===== config.mk =====
export PLATFORM = sky130hd
export DESIGN_NAME = cpu_hp_regs
export DESIGN_NICKNAME = d
export VERILOG_FILES = /design/src/rtl/cpu_hp_pkg.sv /design/src/rtl/cpu_hp_slots.sv /design/src/rtl/cpu_hp_scan.sv /design/src/rtl/cpu_hp_regs.sv
export SDC_FILE = /design/constraint.sdc
export NUM_CORES = 1
export LEC_CHECK = 0
export BUFFER_PORTS_ARGS = -buffer_cell sky130_fd_sc_hd__buf_2
export CAP_MARGIN = 20
export CORE_MARGIN = 2
export CORE_UTILIZATION = 50
export DETAILED_ROUTE_END_ITERATION = 16
export PLACE_DENSITY = 0.84
export SLEW_MARGIN = 10
export SYNTH_ARGS = -nofsm -noshare
export SYNTH_HDL_FRONTEND = slang
export SYNTH_HIERARCHICAL = 1
export SYNTH_SLANG_ARGS = --single-unit

===== constraint.sdc =====
create_clock -name clk -period 3.81 [get_ports clk]
set_clock_uncertainty 0.1 [all_clocks]
set_input_delay 0.1905 -clock clk [delete_from_list [all_inputs] [get_ports clk]]
set_output_delay 0.1905 -clock clk [all_outputs]
set_load 0.01 [all_outputs]

===== src/rtl/cpu_hp_pkg.sv =====
package cpu_hp_pkg;
    localparam int ADDR_W = 8;
    localparam int DATA_W = 32;
    localparam int CMD_W  = 8;

    localparam logic [ADDR_W-1:0] OFS_SEL  = 8'h00;
    localparam logic [ADDR_W-1:0] OFS_STAT = 8'h04;
    localparam logic [ADDR_W-1:0] OFS_CMD  = 8'h05;
    localparam logic [ADDR_W-1:0] OFS_DATA = 8'h08;

    localparam logic [CMD_W-1:0] CMD_SCAN   = 8'd0;
    localparam logic [CMD_W-1:0] CMD_OST_EV = 8'd1;
    localparam logic [CMD_W-1:0] CMD_OST_ST = 8'd2;

    localparam int BIT_EN    = 0;
    localparam int BIT_INS   = 1;
    localparam int BIT_REM   = 2;
    localparam int BIT_EJECT = 3;

    typedef struct packed {
        logic en;
        logic ins;
        logic rem;
    } slot_t;
endpackage


===== src/rtl/cpu_hp_slots.sv =====
module cpu_hp_slots #(
    parameter int N     = 8,
    parameter int IDX_W = (N > 1) ? $clog2(N) : 1
) (
    input  logic             clk,
    input  logic             rst_n,
    input  logic [N-1:0]     hp_add,
    input  logic             ctl_we,
    input  logic [IDX_W-1:0] ctl_idx,
    input  logic             ctl_clr_ins,
    input  logic             ctl_clr_rem,
    input  logic             ctl_eject,
    output logic [N-1:0]     en,
    output logic [N-1:0]     ins,
    output logic [N-1:0]     rem
);
    import cpu_hp_pkg::*;

    for (genvar g = 0; g < N; g++) begin : g_slot
        slot_t s_d, s_q;
        logic  hit;

        always_comb begin
            s_d = s_q;
            hit = ctl_we && (ctl_idx == IDX_W'(g));
            if (hit) begin
                if (ctl_clr_ins) s_d.ins = 1'b0;
                if (ctl_clr_rem) s_d.rem = 1'b0;
                if (ctl_eject && s_q.en) begin
                    s_d.en  = 1'b0;
                    s_d.ins = 1'b0;
                    s_d.rem = 1'b1;
                end
            end
            if (hp_add[g]) begin
                s_d.en  = 1'b1;
                s_d.ins = 1'b1;
            end
        end

        always_ff @(posedge clk) begin
            if (!rst_n) s_q <= '0;
            else        s_q <= s_d;
        end

        assign en[g]  = s_q.en;
        assign ins[g] = s_q.ins;
        assign rem[g] = s_q.rem;
    end
endmodule


===== src/rtl/cpu_hp_scan.sv =====
module cpu_hp_scan #(
    parameter int N     = 8,
    parameter int SEL_W = 32,
    parameter int IDX_W = (N > 1) ? $clog2(N) : 1
) (
    input  logic             clk,
    input  logic             rst_n,
    input  logic             start,
    input  logic [SEL_W-1:0] start_sel,
    input  logic [N-1:0]     pending,
    output logic             busy,
    output logic             done,
    output logic             hit,
    output logic [IDX_W-1:0] hit_idx
);
    localparam logic [IDX_W-1:0] LAST = IDX_W'(N - 1);

    typedef struct packed {
        logic             busy;
        logic             done;
        logic             hit;
        logic [IDX_W-1:0] idx;
        logic [IDX_W-1:0] cand;
        logic [IDX_W-1:0] cnt;
    } scan_t;

    scan_t st_d, st_q;

    always_comb begin
        st_d      = st_q;
        st_d.done = 1'b0;
        if (st_q.busy) begin
            if (!st_q.hit && pending[st_q.cand]) begin
                st_d.hit = 1'b1;
                st_d.idx = st_q.cand;
            end
            st_d.cand = (st_q.cand == LAST) ? '0 : st_q.cand + 1'b1;
            st_d.cnt  = st_q.cnt + 1'b1;
            if (st_q.cnt == LAST) begin
                st_d.busy = 1'b0;
                st_d.done = 1'b1;
            end
        end else if (start) begin
            st_d.busy = 1'b1;
            st_d.hit  = 1'b0;
            st_d.cnt  = '0;
            if (start_sel < SEL_W'(N)) begin
                st_d.cand = (start_sel[IDX_W-1:0] == LAST) ? '0
                          : start_sel[IDX_W-1:0] + 1'b1;
            end else begin
                st_d.cand = '0;
            end
        end
    end

    always_ff @(posedge clk) begin
        if (!rst_n) st_q <= '0;
        else        st_q <= st_d;
    end

    assign busy    = st_q.busy;
    assign done    = st_q.done;
    assign hit     = st_q.hit;
    assign hit_idx = st_q.idx;
endmodule


===== src/rtl/cpu_hp_regs.sv =====
module cpu_hp_regs #(
    parameter int NUM_SLOTS = 8,
    parameter int SEL_W     = 32
) (
    input  logic                 clk,
    input  logic                 rst_n,
    input  logic                 req_valid,
    output logic                 req_ready,
    input  logic                 req_write,
    input  logic                 req_dword,
    input  logic [7:0]           req_addr,
    input  logic [31:0]          req_wdata,
    output logic                 rsp_valid,
    output logic [31:0]          rsp_rdata,
    input  logic [NUM_SLOTS-1:0] hp_add,
    output logic                 irq,
    output logic                 ost_notify,
    output logic [31:0]          ost_event,
    output logic [31:0]          ost_status
);
    import cpu_hp_pkg::*;

    localparam int IDX_W = (NUM_SLOTS > 1) ? $clog2(NUM_SLOTS) : 1;

    typedef struct packed {
        logic [SEL_W-1:0]  sel;
        logic [CMD_W-1:0]  cmd;
        logic [DATA_W-1:0] ost_ev;
        logic [DATA_W-1:0] ost_st;
        logic              notify;
        logic              rsp_v;
        logic [DATA_W-1:0] rsp_d;
    } regs_t;

    regs_t st_d, st_q;

    logic [NUM_SLOTS-1:0] slot_en, slot_ins, slot_rem, pending;
    logic                 scan_busy, scan_done, scan_hit, scan_start;
    logic [IDX_W-1:0]     scan_idx;
    logic [SEL_W-1:0]     sel_q;

    logic acc, wr, rd, in_range;
    logic dec_sel, dec_stat, dec_cmd, dec_data;
    logic ctl_we;
    logic [IDX_W-1:0]  cur_idx;
    logic [7:0]        stat_byte;
    logic [DATA_W-1:0] rd_mux;

    assign sel_q    = st_q.sel;
    assign pending  = slot_ins | slot_rem;
    assign in_range = st_q.sel < SEL_W'(NUM_SLOTS);
    assign cur_idx  = st_q.sel[IDX_W-1:0];

    assign req_ready = !scan_busy && !scan_done;
    assign acc       = req_valid && req_ready;
    assign wr        = acc && req_write;
    assign rd        = acc && !req_write;

    assign dec_sel  = (req_addr == OFS_SEL)  &&  req_dword;
    assign dec_stat = (req_addr == OFS_STAT) && !req_dword;
    assign dec_cmd  = (req_addr == OFS_CMD)  && !req_dword;
    assign dec_data = (req_addr == OFS_DATA) &&  req_dword;

    assign ctl_we     = wr && dec_stat && in_range;
    assign scan_start = wr && dec_cmd && (req_wdata[CMD_W-1:0] == CMD_SCAN);

    always_comb begin
        stat_byte = '0;
        if (in_range) begin
            stat_byte[BIT_EN]  = slot_en[cur_idx];
            stat_byte[BIT_INS] = slot_ins[cur_idx];
            stat_byte[BIT_REM] = slot_rem[cur_idx];
        end
    end

    always_comb begin
        rd_mux = '0;
        if (dec_stat) begin
            rd_mux = DATA_W'(stat_byte);
        end else if (dec_data) begin
            rd_mux = (st_q.cmd == CMD_SCAN) ? DATA_W'(st_q.sel) : '1;
        end
    end

    always_comb begin
        st_d        = st_q;
        st_d.notify = 1'b0;
        st_d.rsp_v  = rd;
        st_d.rsp_d  = rd ? rd_mux : '0;
        if (wr && dec_sel) begin
            st_d.sel = req_wdata[SEL_W-1:0];
        end
        if (wr && dec_cmd) begin
            st_d.cmd = req_wdata[CMD_W-1:0];
        end
        if (wr && dec_data) begin
            if (st_q.cmd == CMD_OST_EV) begin
                st_d.ost_ev = req_wdata;
            end else if (st_q.cmd == CMD_OST_ST) begin
                st_d.ost_st = req_wdata;
                st_d.notify = 1'b1;
            end
        end
        if (scan_done && scan_hit) begin
            st_d.sel = SEL_W'(scan_idx);
        end
    end

    always_ff @(posedge clk) begin
        if (!rst_n) st_q <= '0;
        else        st_q <= st_d;
    end

    cpu_hp_slots #(.N(NUM_SLOTS), .IDX_W(IDX_W)) slots_i (
        .clk         (clk),
        .rst_n       (rst_n),
        .hp_add      (hp_add),
        .ctl_we      (ctl_we),
        .ctl_idx     (cur_idx),
        .ctl_clr_ins (req_wdata[BIT_INS]),
        .ctl_clr_rem (req_wdata[BIT_REM]),
        .ctl_eject   (req_wdata[BIT_EJECT]),
        .en          (slot_en),
        .ins         (slot_ins),
        .rem         (slot_rem)
    );

    cpu_hp_scan #(.N(NUM_SLOTS), .SEL_W(SEL_W), .IDX_W(IDX_W)) scan_i (
        .clk       (clk),
        .rst_n     (rst_n),
        .start     (scan_start),
        .start_sel (st_q.sel),
        .pending   (pending),
        .busy      (scan_busy),
        .done      (scan_done),
        .hit       (scan_hit),
        .hit_idx   (scan_idx)
    );

    assign irq        = |pending;
    assign rsp_valid  = st_q.rsp_v;
    assign rsp_rdata  = st_q.rsp_d;
    assign ost_notify = st_q.notify;
    assign ost_event  = st_q.ost_ev;
    assign ost_status = st_q.ost_st;
endmodule


=== After elaboration in Yosys (flattened, before gate mapping) ===
Cells that the tools add are included.

* Latch bits: 0
* Bits in read-only memories: 0
* Word-level logic and storage cells: 227
* Flip-flop bits (word level): 174
* RAM bits: 0
* Output and inout port bits: 100
* Memories kept: 0

* Reduce and logical (&&, ||, !) cells: 109
* Divide/modulo/power cells: 0
* Add/subtract/negate cells: 3
* Multiply operators: 0
* Shift operators: 0
* Muxes and demuxes: 52
* Magnitude comparators: 3
* Bitwise logic cells: 6
* Equal/unequal tests: 15

{| class="wikitable"
|+ Operators by type and width
! kind !! count
|-
| 2-to-1 mux 3 bit || 24
|-
| AND reduction 2 bit || 29
|-
| nonzero test 2 bit || 26
|-
| logical AND 1 bit || 32
|-
| < comparator 32 x 4 -> 1 bit (second input constant) || 1
|-
| 2-to-1 mux 32 bit || 1
|-
| zero test 8 bit || 3
|-
| nonzero test 3 bit || 8
|-
| equality test 3 bit (second input constant) || 6
|-
| 2-to-1 mux 2 bit || 9
|-
| equality test 8 x 3 -> 1 bit (second input constant) || 2
|-
| binary-select mux 1 bit (select 3 bit) || 4
|-
| 2-to-1 mux 6 bit || 2
|-
| 2-to-1 mux 1 bit || 11
|-
| adder 3 x 1 -> 3 bit (second input constant) || 3
|-
| equality test 8 x 1 -> 1 bit (second input constant) || 1
|-
| equality test 8 x 2 -> 1 bit (second input constant) || 1
|-
| equality test 8 x 4 -> 1 bit (second input constant) || 1
|-
| < comparator 3 x 4 -> 1 bit (second input constant) || 2
|-
| bitwise OR 8 bit || 1
|-
| OR reduction 8 bit || 1
|-
| equality test 3 x 2 -> 1 bit (second input constant) || 2
|-
| zero test 1 bit || 5
|-
| inverter 1 bit || 5
|-
| 8 further kinds || 8
|}

=== Logic depth before layout (Yosys ltp) ===
Gate-level depths: netlist (run 1).

* Depth in word-level cells: 9
* Mapped depth: 8

=== Modules after synthesis ===
Netlist (run 1), hierarchy kept.

{| class="wikitable"
|+ Modules (own cells, without submodules)
! module !! instances !! cells an instance !! area each (µm²)
|-
| cpu_hp_regs || 1 || 675 || 6073.3
|-
| cpu_hp_slots || 1 || 111 || 1054.8
|-
| cpu_hp_scan || 1 || 91 || 800.8
|}

=== Worst setup path after synthesis (run 1) ===
No wires, ideal clock.

* Path type: input to register
* From: input port req_addr[5]
* To: register slots_i.g_slot[0].s_q (netlist bit slots_i/rem[0])
* Buffers on the path: 1
* Stages: 8
* Arrival time: 2.408 ns
* Slack: 1.186 ns
* Cells stage by stage: or4_4 > buf_6 > nor4_1 > nand2_1 > nor4_1 > nor4b_4 > a21oi_1 > a41o_1

* Cells in the longest elaborated chain, start to end: 6

{| class="wikitable"
|+ RTL lines
! what !! line !! RTL
|-
| from (decl) || cpu_hp_regs.sv:11 || <nowiki>input logic [7:0] req_addr,</nowiki>
|-
| equality test 8 x 3 -> 1 bit || cpu_hp_regs.sv:60 || <nowiki>assign dec_stat = (req_addr == OFS_STAT) && !req_dword;</nowiki>
|-
| logical AND 1 bit || cpu_hp_regs.sv:60 ||
|-
| logical AND 1 bit (2 in a row) || cpu_hp_regs.sv:64 || <nowiki>assign ctl_we = wr && dec_stat && in_range;</nowiki>
|-
| via ctl_we || cpu_hp_regs.sv:44 || <nowiki>logic ctl_we;</nowiki>
|-
| logical AND 1 bit || cpu_hp_slots.sv:25 || <nowiki>hit = ctl_we && (ctl_idx == IDX_W'(g));</nowiki>
|-
| AND reduction 2 bit (no line) || n/a ||
|-
| to (signal assigned) || cpu_hp_slots.sv:42 || <nowiki>if (!rst_n) s_q <= '0;</nowiki>
|-
| to (signal assigned) || cpu_hp_slots.sv:43 || <nowiki>else s_q <= s_d;</nowiki>
|-
| to (decl) || cpu_hp_slots.sv:20 || <nowiki>slot_t s_d, s_q;</nowiki>
|}

The timed path passes the listed nets, and every way through them passes these cells.
A chain may end at the register's enable or synchronous reset.

=== Worst setup path in the final report (run 1) ===
* From: register scan_i.st_q (netlist bit scan_i/busy)
* To: register scan_i/st_q[3] (netlist bit)

* Cells in the longest elaborated chain, start to end: 7

{| class="wikitable"
|+ RTL lines
! what !! line !! RTL
|-
| from (decl) || cpu_hp_scan.sv:27 || <nowiki>scan_t st_d, st_q;</nowiki>
|-
| from (signal assigned) || cpu_hp_scan.sv:58 || <nowiki>else st_q <= st_d;</nowiki>
|-
| zero test 1 bit || cpu_hp_regs.sv:54 || <nowiki>assign req_ready = !scan_busy && !scan_done;</nowiki>
|-
| logical AND 1 bit || cpu_hp_regs.sv:54 ||
|-
| logical AND 1 bit || cpu_hp_regs.sv:55 || <nowiki>assign acc = req_valid && req_ready;</nowiki>
|-
| logical AND 1 bit || cpu_hp_regs.sv:56 || <nowiki>assign wr = acc && req_write;</nowiki>
|-
| logical AND 1 bit (2 in a row) || cpu_hp_regs.sv:65 || <nowiki>assign scan_start = wr && dec_cmd && (req_wdata[CMD_W-1:0] == CMD_SCAN);</nowiki>
|-
| via scan_start || cpu_hp_regs.sv:38 || <nowiki>logic scan_busy, scan_done, scan_hit, scan_start;</nowiki>
|-
| nonzero test 2 bit (no line) || n/a ||
|}

The timed path passes the listed nets, and every way through them passes these cells.

==> results of run 1 <==
==> per-layer routing <==
metal	part of all wire	wire length [microns]
met5	0	0
met2	0.50	9532
met4	0.020	384
met1	0.41	7897
met3	0.064	1226
==> cell usage after synthesis, types with 7 or more instances <==
| library cell | n |
|---|---|
| sky130_fd_sc_hd__a21oi_1 | 49 |
| sky130_fd_sc_hd__a41o_1 | 8 |
| sky130_fd_sc_hd__buf_4 | 100 |
| sky130_fd_sc_hd__buf_6 | 8 |
| sky130_fd_sc_hd__clkbuf_1 | 33 |
| sky130_fd_sc_hd__dfxtp_1 | 174 |
| sky130_fd_sc_hd__inv_1 | 7 |
| sky130_fd_sc_hd__mux2i_1 | 85 |
| sky130_fd_sc_hd__mux4_2 | 7 |
| sky130_fd_sc_hd__nand2_1 | 176 |
| sky130_fd_sc_hd__nor2_1 | 72 |
| sky130_fd_sc_hd__nor2b_1 | 12 |
| sky130_fd_sc_hd__nor3b_1 | 7 |
| sky130_fd_sc_hd__nor4_1 | 21 |
| sky130_fd_sc_hd__o21a_1 | 11 |
| sky130_fd_sc_hd__o21ai_0 | 14 |
| sky130_fd_sc_hd__or2_2 | 8 |
==> through the flow <==
step                      cell area (sq um)    util  power (uW)  instances  setup slack [ps]
after floorplan                        7929       -        1965        877              1186
after global placement                 8016  0.5102        2029       1102             832.7
after detailed placement               8016  0.5102        2033       1102             739.6
after CTS                              8986  0.5719        3832       1170             721.8
after global routing                   8986  0.5719        3931       1170             518.5
final                                  8986  0.5719        3804       1170             665.3
==> flip-flops by register name, summed over array words and instances (netlist names) <==
signal          count
rsp_valid           1
scan_i/st_q         6
scan_i/busy         1
scan_i/done         1
rsp_rdata          32
scan_i/hit_idx      3
ost_event          32
sel_q              32
scan_i/hit          1
ost_notify          1
ost_status         32
slots_i/en          8
slots_i/rem         8
st_q                8
slots_i/ins         8
==> final timing paths <==
kind,startpoint,endpoint,slack (ps),depth (start not counted)
worst min register to register,ost_status[6]$_SDFFE_PN0P_,ost_status[6]$_SDFFE_PN0P_,350,2
worst max register to register,scan_i/busy$_SDFF_PN0_,scan_i/st_q[3]$_SDFFE_PN0P_,670,7
worst max-delay path,scan_i/busy$_SDFF_PN0_,scan_i/st_q[3]$_SDFFE_PN0P_,670,7
worst min-delay path,req_wdata[0],ost_status[0]$_SDFFE_PN0P_,20,3
==> what timing repair did <==
item                      4_1_cts  5_1_grt
hold buffers                   36        0
buffers inserted                0        0
hold endpoints to repair      100        0
==> power groups by stage <==
stage | Combinational, uW | Clock [uW] | Sequential [uW]
after floorplan | 86.5 | 0 | 1880
after global placement | 147 | 0 | 1880
after detailed placement | 150 | 0 | 1880
after CTS | 179 | 1810 | 1840
after global routing | 198 | 1890 | 1840
final | 181 | 1780 | 1840
==> cell type report <==
cell class | instances | share of cell area
clock buffers | 18 | 0.04776
repair buffers | 195 | 0.1309
flip-flops and latches | 174 | 0.3876
well taps | 216 | 0.03008
clock inverters | 14 | 0.02005
inverters | 7 | 0.002924
multi-input cells | 546 | 0.3807
==> logic make-up after synthesis <==
logic type / count (synthesis)
buffers and inverters: 157
muxes: 92
DFF: 174
and+or+nand+nor: 345
adders and majority gates: 6
AOI/OAI and AO/OA: 103
==> worst min-delay path, stage by stage <==
cell and delay (ps):
sky130_fd_sc_hd__buf_2 150, sky130_fd_sc_hd__nand2_1 90, sky130_fd_sc_hd__mux2i_1 70
==> qor.log, run 1 <==
qor: placement.port_buffers 152
qor: finish.nFillCells 1387
qor: setup_path.timing.setup.critical_path_class flop to flop
qor: pwr.comb_power_share 0.048
qor: synthesis.ys.flop_type sky130_fd_sc_hd__dfxtp_1
qor: synthesis.post_synth_inst_count 877
qor: synthesis.synth_compound_area_frac 0.08016
qor: route.postRouteAntennaNets 0
qor: setup_path.critical_path.slowest_cell sky130_fd_sc_hd__or4bb_1
qor: route.firstDrtPassIters 5
qor: placement.place_hpwl 12800 microns
qor: route.drt_drc_violations_left 0
qor: clock_tree.cts_tree done
qor: clock_tree.h-tree-depth 4
qor: global_routing.grt_pass1_wl 29810 microns
qor: pwr.ir_worst_vdd 0.3065 mV
qor: timing.setup_repair_after_global_routing_missed_its_margin false
qor: setup_path.critical-path-max-stage-delay 790 ps
qor: timing.max_slew.worst_pin.slew 986.5 ps
qor: synthesis.syn-num-nets 936
qor: setup_path.worstPathBufferInverterCount 0
qor: global_routing.grt_antenna_before_repair 0
qor: min_path.worst_hold_path_type primary input to flop
qor: clock_tree.cts_resized 0
qor: setup_path.cp_cell_sequence or4bb_1, nor4_1, and4_1, nor4b_2, nand4_1, or4_1, a21boi_1
qor: timing.setup_viol 0
qor: synthesis.synthXorXnorAreaFrac 0
qor: synthesis.netlist.area_leader.share 0.4393
qor: synthesis.synth_seq_area_share 0.4393
qor: setup_path.top_cell_family_by_delay_on_the_critical_path simple AND/OR/NAND/NOR gates
qor: synthesis.yosysWarnings 6
qor: synthesis.synth.cell_area 7929 sq um
qor: placement.routabilityCongestion 0.8830
qor: route.avgViaCountPerCell 5.291
qor: finish.layout_commonest_cell sky130_fd_sc_hd__nand2_1
qor: global_routing.grt_busiest_layer met2
qor: global_routing.met1_usage 0.2806
qor: finish.numnets_final 1000
qor: floorplanning.floorplan.io_pins 153
qor: floorplanning.core_region_area 15710 sq um
qor: pwr.pwr-share-seq 0.484
qor: synthesis.synth-edff-count 0
qor: timing.max_slew_margin 0.3423
qor: setup_path.critPathCaptureType flop
qor: route.route.final.wire_length 19040 microns
qor: timing.final.period_utilization 0.8254
qor: route.drt-wirelength-per-cell 16.27 microns
qor: synthesis.mux_contribution_to_synthesized_area 0.1272
qor: synthesis.synth_top_cells_by_area sky130_fd_sc_hd__dfxtp_1 (44%), sky130_fd_sc_hd__mux2i_1 (11%), sky130_fd_sc_hd__buf_4 (9.5%)
qor: clock_tree.cts.sink_count 174
qor: timing.max_freq 318.0 MHz
qor: global_routing.groute.layer.met2.usage 0.3985
qor: floorplanning.initial_utilization 0.5046
qor: synthesis.synth_fa_ha_area_frac 0.009468
qor: global_routing.globalRouteMet3Util 0.04756
qor: pwr.power.share.clock 0.468
qor: setup_path.worstPathMaxFanout 18
qor: floorplanning.chipWidth 129.9 microns
qor: timing.final_max_slew_viol_count 0
qor: pwr.p_leak 0.003607 uW
qor: timing.final.hold.worst_slack 15.34 ps
qor: route.vias 6191
qor: synthesis.avgSynthCellArea 9.041 sq um
qor: floorplanning.die_y 129.9 microns
qor: finish.layout_common_cells sky130_fd_sc_hd__nand2_1 (176), sky130_fd_sc_hd__dfxtp_1 (174), sky130_fd_sc_hd__buf_2 (151)
qor: outcome.outcome completed
qor: finish.seqCellArea 3483 sq um
qor: pwr.power.switching 897.3 uW
qor: floorplanning.dieArea 16880 sq um
qor: timing.final_hold_viol_count 0
qor: clock_tree.maximum_buffer_depth_of_the_clock_tree 2
qor: global_routing.grt_start_max_net_pins 99
qor: synthesis.post-synth-top-area-cell sky130_fd_sc_hd__dfxtp_1
qor: floorplanning.placement_rows 46
qor: clock_tree.cts-buffers-inserted 17
qor: global_routing.first_global_vias 5866
qor: finish.area_of_combinational_cells_with_multiple_inputs 3421 sq um
qor: timing.setup_total_negative_slack 0 ps
qor: setup_path.cp_data_arrival_time 3390 ps
qor: timing.period_minus_slack 3145 ps
qor: synthesis.ys_seq_elements 174
qor: pwr.pwr_density_cell 423.3 nW/um^2
qor: finish.diodes 0
qor: setup_path.critPathRequiredTime 4060 ps
qor: clock_tree.clkSlewWorstSetupHoldPaths 70 ps
qor: pwr.p_sw_frac 0.2359
qor: clock_tree.cts.root.buffer_cell sky130_fd_sc_hd__clkbuf_16
qor: synthesis.yosys.cell_types.count 47
qor: synthesis.async_reset_ff_frac 0
qor: flow_run.cap_viol_max_count 0
qor: finish.syn_to_final_growth 13.33%
qor: pwr.power_report.internal_total 2906 uW
qor: synthesis.combinational_family_with_the_most_area_after_synthesis simple AND/OR/NAND/NOR gates
qor: clock_tree.clock_latency_on_the_worst_skew_pair 420 ps
qor: global_routing.grt.total_usage 0.2275
qor: finish.final_layout_size_suffix_gt1_frac 0.2296
qor: global_routing.grt_remaining_overflow 0
qor: setup_path.critical_path_source_type flop
qor: synthesis.yosys.area_share.simple 0.2138
qor: route.initialDrtViolationCount 524
Note: power is estimated with default switching activity, not from simulation.
==> run 2, diff against run 1 <==
- clock period: 3.81 -> 3.25 ns (I/O delays scaled with it)
==> run 2 against run 1 <==
  * Worst hold slack got worse by 5.2 ps
  * Sequential cell count unchanged
  * Largest power group unchanged
  * Critical path depth increased by 1
  * Routed wire length decreased by 1.4%
  * Global-route usage decreased by 0.13 points
  * Sequential power increased by 17%
  * Setup slack got worse by 130 ps
  * Maximum frequency increased by 16%
==> qor.log, run 2 (same netlist as run 1, synthesis figures left out) <==
qor: setup_path.critPathCaptureType flop
qor: setup_path.critical_path_source_type flop
qor: finish.syn_to_final_growth 13.87%
qor: pwr.p_sw_frac 0.2386
qor: clock_tree.cts_post_setup_buffers_inserted 0
qor: setup_path.worstPathMaxFanout 8
qor: clock_tree.clkSlewWorstSetupHoldPaths 70 ps
qor: timing.final_hold_viol_count 0
qor: global_routing.grt_antenna_before_repair 0
qor: placement.port_buffers 152
qor: finish.final_layout_size_suffix_gt1_frac 0.2344
qor: timing.setup_total_negative_slack 0 ps
qor: min_path.worst_hold_path_type primary input to flop
qor: route.drt-wirelength-per-cell 15.96 microns
qor: pwr.power.switching 1042 uW
qor: route.firstDrtPassIters 4
qor: timing.final_max_slew_viol_count 0
qor: placement.dpl-instance-area 8079 sq um
qor: setup_path.setup.reg_to_reg.worst_slack 530 ps
qor: clock_tree.cts.root.buffer_cell sky130_fd_sc_hd__clkbuf_16
qor: setup_path.reg2regPathDepth 8
qor: setup_path.cp_data_arrival_time 2930 ps
qor: floorplanning.initial_utilization 0.5046
qor: timing.worst_slack 532.3 ps
qor: setup_path.worst_flop_to_flop_path_startpoint sel_q[18]$_SDFFE_PP0P_
qor: clock_tree.cts.sink_count 174
qor: pwr.pwr_density_cell 483.5 nW/um^2
qor: timing.final.hold.worst_slack 10.09 ps
qor: global_routing.grt_start_max_net_pins 73
qor: floorplanning.placement_rows 46
qor: finish.final_cell_area 9029 sq um
qor: route.vias 6180
qor: route.postRouteAntennaNets 0
qor: finish.area_of_combinational_cells_with_multiple_inputs 3421 sq um
qor: min_path.holdCritStartpoint req_write
qor: finish.seqCellArea 3483 sq um
qor: clock_tree.maximum_buffer_depth_of_the_clock_tree 2
qor: pwr.pwr-share-seq 0.495
qor: placement.place_hpwl 12790 microns
qor: floorplanning.chipWidth 129.9 microns
qor: outcome.outcome completed
qor: finish.numnets_final 1006
qor: route.initialDrtViolationCount 348
qor: timing.max_slew.worst_pin.slew 930.6 ps
qor: pwr.p_leak 0.003635 uW
qor: min_path.whs_path_depth 2
qor: clock_tree.cts-buffers-inserted 17
qor: global_routing.grt.total_usage 0.2262
qor: timing.setup_repair_after_global_routing_missed_its_margin false
qor: pwr.power.share.clock 0.457
qor: pwr.ir_worst_vdd 0.3346 mV
qor: pwr.power_report.internal_total 3323 uW
qor: global_routing.grt_remaining_overflow 0
qor: clock_tree.cts_tree done
qor: timing.setup_viol 0
qor: placement.routabilityCongestion 0.8214
qor: clock_tree.number_of_buffers_inserted_by_hold_repair_at_cts 37
qor: floorplanning.die_y 129.9 microns
qor: timing.max_slew_margin 0.3781
qor: setup_path.critical_path_origin sel_q[18]$_SDFFE_PP0P_
qor: placement.post-place-ws 574.8 ps
qor: finish.nFillCells 1379
qor: route.avgViaCountPerCell 5.255
qor: timing.final.period_utilization 0.8362
qor: finish.diodes 0
qor: finish.layout_common_cells sky130_fd_sc_hd__nand2_1 (176), sky130_fd_sc_hd__dfxtp_1 (174), sky130_fd_sc_hd__buf_2 (151)
qor: flow_run.cap_viol_max_count 0
qor: global_routing.first_global_vias 5960
qor: clock_tree.h-tree-depth 4
qor: timing.max_freq 368.0 MHz
qor: route.route.final.wire_length 18770 microns
qor: clock_tree.clock_latency_on_the_worst_skew_pair 420 ps
qor: pwr.comb_power_share 0.049
qor: route.drt_drc_violations_left 0
qor: clock_tree.cts_resized 0
qor: timing.period_minus_slack 2718 ps
qor: floorplanning.floorplan.io_pins 153
qor: setup_path.timing.setup.critical_path_class flop to flop
qor: finish.layout_commonest_cell sky130_fd_sc_hd__nand2_1
qor: floorplanning.core_region_area 15710 sq um
qor: global_routing.grt_pass1_wl 29990 microns
qor: floorplanning.dieArea 16880 sq um
qor: setup_path.critPathRequiredTime 3460 ps
run 2: worst paths after layout:
kind | end
setup reg to reg | slots_i/ins[0]$_SDFFE_PN0P_
hold reg to reg | ost_status[2]$_SDFFE_PN0P_
hold / removal | rsp_valid$_SDFF_PN0_
setup / recovery | slots_i/ins[0]$_SDFFE_PN0P_
run 2: stage by stage:
step                      utilization  total power, uW  std cells
after floorplan                     -             2304        877
final                          0.5746             4365       1176
after global routing           0.5746             4501       1176
after global placement         0.5142             2380       1107
after CTS                      0.5746             4396       1176
after detailed placement       0.5142             2384       1107
run 2: power groups by stage:
stage               logic, uW  clock network (uW)  registers [uW]
detailed placement        176                   0            2210
global route              234                2110            2160
finish                    213                1990            2160
floorplan                 101                   0            2200
global placement          174                   0            2210
CTS                       211                2030            2160
run 2: final cells by class:
cell class | count | share of cell area
sequential | 174 | 0.3858
multi-input combinational | 546 | 0.3789
timing repair buffer | 201 | 0.1383
clock buffer | 17 | 0.04712
tap | 216 | 0.02993
clock inverter | 15 | 0.01705
inverter | 7 | 0.002910
run 2: worst max-delay path, cell delays in order, from the launching register on:
cell                      delay (ps)
sky130_fd_sc_hd__dfxtp_1         360
sky130_fd_sc_hd__or4_1           620
sky130_fd_sc_hd__nor4_1          220
sky130_fd_sc_hd__nand2_1         160
sky130_fd_sc_hd__nor4_1          310
sky130_fd_sc_hd__buf_4           210
sky130_fd_sc_hd__nor4b_4         280
sky130_fd_sc_hd__nor3b_1         270
sky130_fd_sc_hd__nor2_1           80
run 2: per-layer routing:
metal,part of all wire,track usage
met1,0.42,0.2705
met3,0.057,0.04797
met5,0,0
met4,0.025,0.08539
met2,0.50,0.3994
==> run 3, diff against run 2 <==
- ABC_AREA: unset -> 1
- PLACE_DENSITY: 0.84 -> 0.83
- clock period: 3.25 -> 2.76 ns (I/O delays scaled with it)
==> run 3 against run 2 <==
  * Die area grew 11%
  * Setup slack gained 66 ps
  * Routed wire length grew 17%
  * Core utilization shrank 0.24 points
  * Synthesized cell count grew 49%
  * Synthesized area grew 11%
  * Combinational power grew 42%
  * Worst hold slack lost 6.7 ps
  * Count of clock-buffer cells in the layout grew 3
==> qor.log, run 3 <==
qor: route.route.final.wire_length 21930 microns
qor: synthesis.yosysWarnings 6
qor: setup_path.cp_data_arrival_time 2440 ps
qor: route.initialDrtViolationCount 632
qor: pwr.power.share.clock 0.448
qor: min_path.worst_hold_path_type primary input to flop
qor: pwr.p_leak 0.004765 uW
qor: timing.setup_total_negative_slack 0 ps
qor: finish.layout_commonest_cell sky130_fd_sc_hd__nand2_1
qor: finish.seqCellArea 3483 sq um
qor: clock_tree.cts.root.buffer_cell sky130_fd_sc_hd__clkbuf_16
qor: clock_tree.maximum_buffer_depth_of_the_clock_tree 2
qor: route.avgViaCountPerCell 4.956
qor: clock_tree.h-tree-depth 4
qor: finish.area_of_combinational_cells_with_multiple_inputs 3435 sq um
qor: synthesis.post_synth_most_frequent_cells sky130_fd_sc_hd__nand2_1 (246), sky130_fd_sc_hd__nor2_1 (219), sky130_fd_sc_hd__inv_1 (212)
qor: synthesis.synth_seq_area_share 0.3954
qor: synthesis.synth_top_cells_by_area sky130_fd_sc_hd__dfxtp_1 (40%), sky130_fd_sc_hd__nand2_1 (10%), sky130_fd_sc_hd__nor2_1 (9.3%)
qor: finish.diodes 0
qor: timing.setup_viol 0
qor: clock_tree.clock_latency_on_the_worst_skew_pair 440 ps
qor: timing.final_hold_viol_count 0
qor: clock_tree.clkSlewWorstSetupHoldPaths 70 ps
qor: clock_tree.cts_resized 0
qor: synthesis.syn-num-nets 1366
qor: route.vias 7984
qor: global_routing.grt_antenna_before_repair 0
qor: finish.final_layout_size_suffix_gt1_frac 0.1688
qor: timing.max_freq 462.7 MHz
qor: setup_path.critical_path.slowest_cell sky130_fd_sc_hd__dfxtp_1
qor: floorplanning.placement_rows 48
qor: synthesis.yosys.area_share.simple 0.3197
qor: pwr.comb_power_share 0.059
qor: floorplanning.core_region_area 17240 sq um
qor: pwr.pwr-share-seq 0.493
qor: synthesis.post_synth_inst_count 1307
qor: setup_path.critPathCaptureType flop
qor: synthesis.yosys.cell_types.count 35
qor: synthesis.mux_contribution_to_synthesized_area 0
qor: timing.final_max_slew_viol_count 0
qor: floorplanning.initial_utilization 0.5111
qor: setup_path.critPathRequiredTime 3040 ps
qor: timing.period_minus_slack 2161 ps
qor: route.postRouteAntennaNets 0
qor: synthesis.synth-edff-count 0
qor: clock_tree.cts.sink_count 174
qor: outcome.outcome completed
qor: floorplanning.chipWidth 136.7 microns
qor: finish.final_cell_area 9863 sq um
qor: finish.nFillCells 1616
qor: clock_tree.cts_tree done
qor: route.drt-wirelength-per-cell 13.61 microns
qor: timing.setup_repair_after_global_routing_missed_its_margin false
qor: flow_run.cap_viol_max_count 0
qor: placement.place_hpwl 15140 microns
qor: finish.layout_common_cells sky130_fd_sc_hd__nand2_1 (246), sky130_fd_sc_hd__nor2_1 (219), sky130_fd_sc_hd__inv_1 (212)
qor: setup_path.critical-path-max-stage-delay 400 ps
qor: synthesis.netlist.area_leader.share 0.3954
qor: placement.port_buffers 152
qor: global_routing.first_global_vias 7309
qor: placement.routabilityCongestion 0.9130
qor: timing.max_slew_margin 0.5097
qor: finish.syn_to_final_growth 11.96%
qor: placement.dpl-instance-area 8905 sq um
qor: setup_path.cp_cell_sequence nor2_2, nand3_2, inv_2, buf_4, nand3_2, buf_4, nand2_1, inv_1, nor2_1
qor: synthesis.async_reset_ff_frac 0
qor: pwr.power.switching 1219 uW
qor: finish.layout.core_utilization 0.5722
qor: setup_path.timing.setup.critical_path_class flop to flop
qor: synthesis.synth.cell_area 8810 sq um
qor: synthesis.avgSynthCellArea 6.740 sq um
qor: synthesis.synth_most_common_cell sky130_fd_sc_hd__nand2_1
qor: timing.max_slew.worst_pin.slew 735.5 ps
qor: global_routing.grt_remaining_overflow 0
qor: synthesis.combinational_family_with_the_most_area_after_synthesis simple AND/OR/NAND/NOR gates
qor: pwr.p_sw_frac 0.2364
qor: synthesis.ys_seq_elements 174
qor: floorplanning.floorplan.io_pins 153
qor: synthesis.synthXorXnorAreaFrac 0
qor: finish.numnets_final 1432
qor: clock_tree.cts-buffers-inserted 17
qor: pwr.ir_worst_vdd 0.4701 mV
qor: synthesis.synth_compound_area_frac 0.06164
qor: route.drt_drc_violations_left 0
qor: floorplanning.die_y 136.7 microns
qor: synthesis.post-synth-top-area-cell sky130_fd_sc_hd__dfxtp_1
qor: global_routing.grt_start_max_net_pins 75
qor: setup_path.worstPathMaxFanout 41
qor: route.firstDrtPassIters 5
qor: global_routing.grt.total_usage 0.2366
qor: timing.final.period_utilization 0.7831
qor: synthesis.synth_fa_ha_area_frac 0.008522
qor: setup_path.critical_path_source_type flop
qor: pwr.power_report.internal_total 3940 uW
qor: synthesis.ys.flop_type sky130_fd_sc_hd__dfxtp_1
qor: pwr.pwr_density_cell 523.1 nW/um^2
qor: global_routing.grt_pass1_wl 34760 microns
qor: floorplanning.dieArea 18700 sq um
==> run 3: cell count changes in the layout (fill, tap and decap cells not counted), moves of 18 or more <==
| cell | delta |
|---|---|
| sky130_fd_sc_hd__nand2_1 | +70 |
| sky130_fd_sc_hd__o21ai_0 | +18 |
| sky130_fd_sc_hd__nor3_1 | +20 |
| sky130_fd_sc_hd__inv_1 | +205 |
| sky130_fd_sc_hd__nor4_1 | -18 |
| sky130_fd_sc_hd__nand4_1 | +63 |
| sky130_fd_sc_hd__nor2_1 | +147 |
| sky130_fd_sc_hd__mux2i_1 | -85 |
| sky130_fd_sc_hd__nand3_1 | +49 |
==> run 3: metrics by stage <==
step | hold slack (ps) | cells | total power [uW] | setup slack, ps
floorplan | 158.4 | 1307 | 2751 | 921.3
global placement | 303.6 | 1540 | 2847 | 689.5
detailed placement | 309.3 | 1540 | 2851 | 643.0
CTS | 7.832 | 1611 | 5186 | 617.5
global route | 14.74 | 1611 | 5333 | 410.2
finish | 3.422 | 1611 | 5159 | 598.5
==> run 3: layout make-up <==
class,count,share of cell area
Timing Repair Buffer,207,0.1289
Clock buffer,20,0.04630
Sequential cell,174,0.3532
Clock inverter,12,0.01129
Inverter,219,0.08360
Tap cell,225,0.02854
Multi-Input combinational cell,754,0.3482
==> run 3: cell families after synthesis <==
family / after synthesis
compound gates: 105
fa+ha+maj: 6
buf+inv: 379
flops: 174
simple gates: 643
==> run 3: final timing paths <==
kind	endpoint	depth (start not counted)	slack, ps	start
max	ost_status[20]$_SDFFE_PN0P_	9	600	scan_i/busy$_SDFF_PN0_
min	sel_q[15]$_SDFFE_PP0P_	3	3	req_wdata[15]
max reg2reg	ost_status[20]$_SDFFE_PN0P_	9	600	scan_i/busy$_SDFF_PN0_
min reg2reg	scan_i/st_q[2]$_SDFFE_PN0P_	2	370	scan_i/st_q[2]$_SDFFE_PN0P_
==> run 3: metal layers <==
metal | global-route usage | wire length (microns)
met5 | 0 | 0
met4 | 0.07697 | 485
met3 | 0.04889 | 1580
met2 | 0.4217 | 10990
met1 | 0.2830 | 8876
==> run 3: repair_timing <==
item / in CTS / in global routing
hold buffers: 39 / 0
buffers inserted: 0 / 0
endpoints found under the hold margin: 70 / 0
==> run 3: power by group through the flow <==
stage	sequential, uW	combinational (uW)	clock (uW)
after CTS	2540	298	2350
after floorplan	2590	157	0
after global routing	2540	333	2460
after global placement	2600	249	0
final	2540	303	2310
after detailed placement	2600	252	0
==> run 3: critical path: cells and delay by family, from the launching register on <==
family	cells	cell delay, ps
buffers and inverters	4	850
flip-flops	1	400
AND/OR/NAND/NOR	5	740
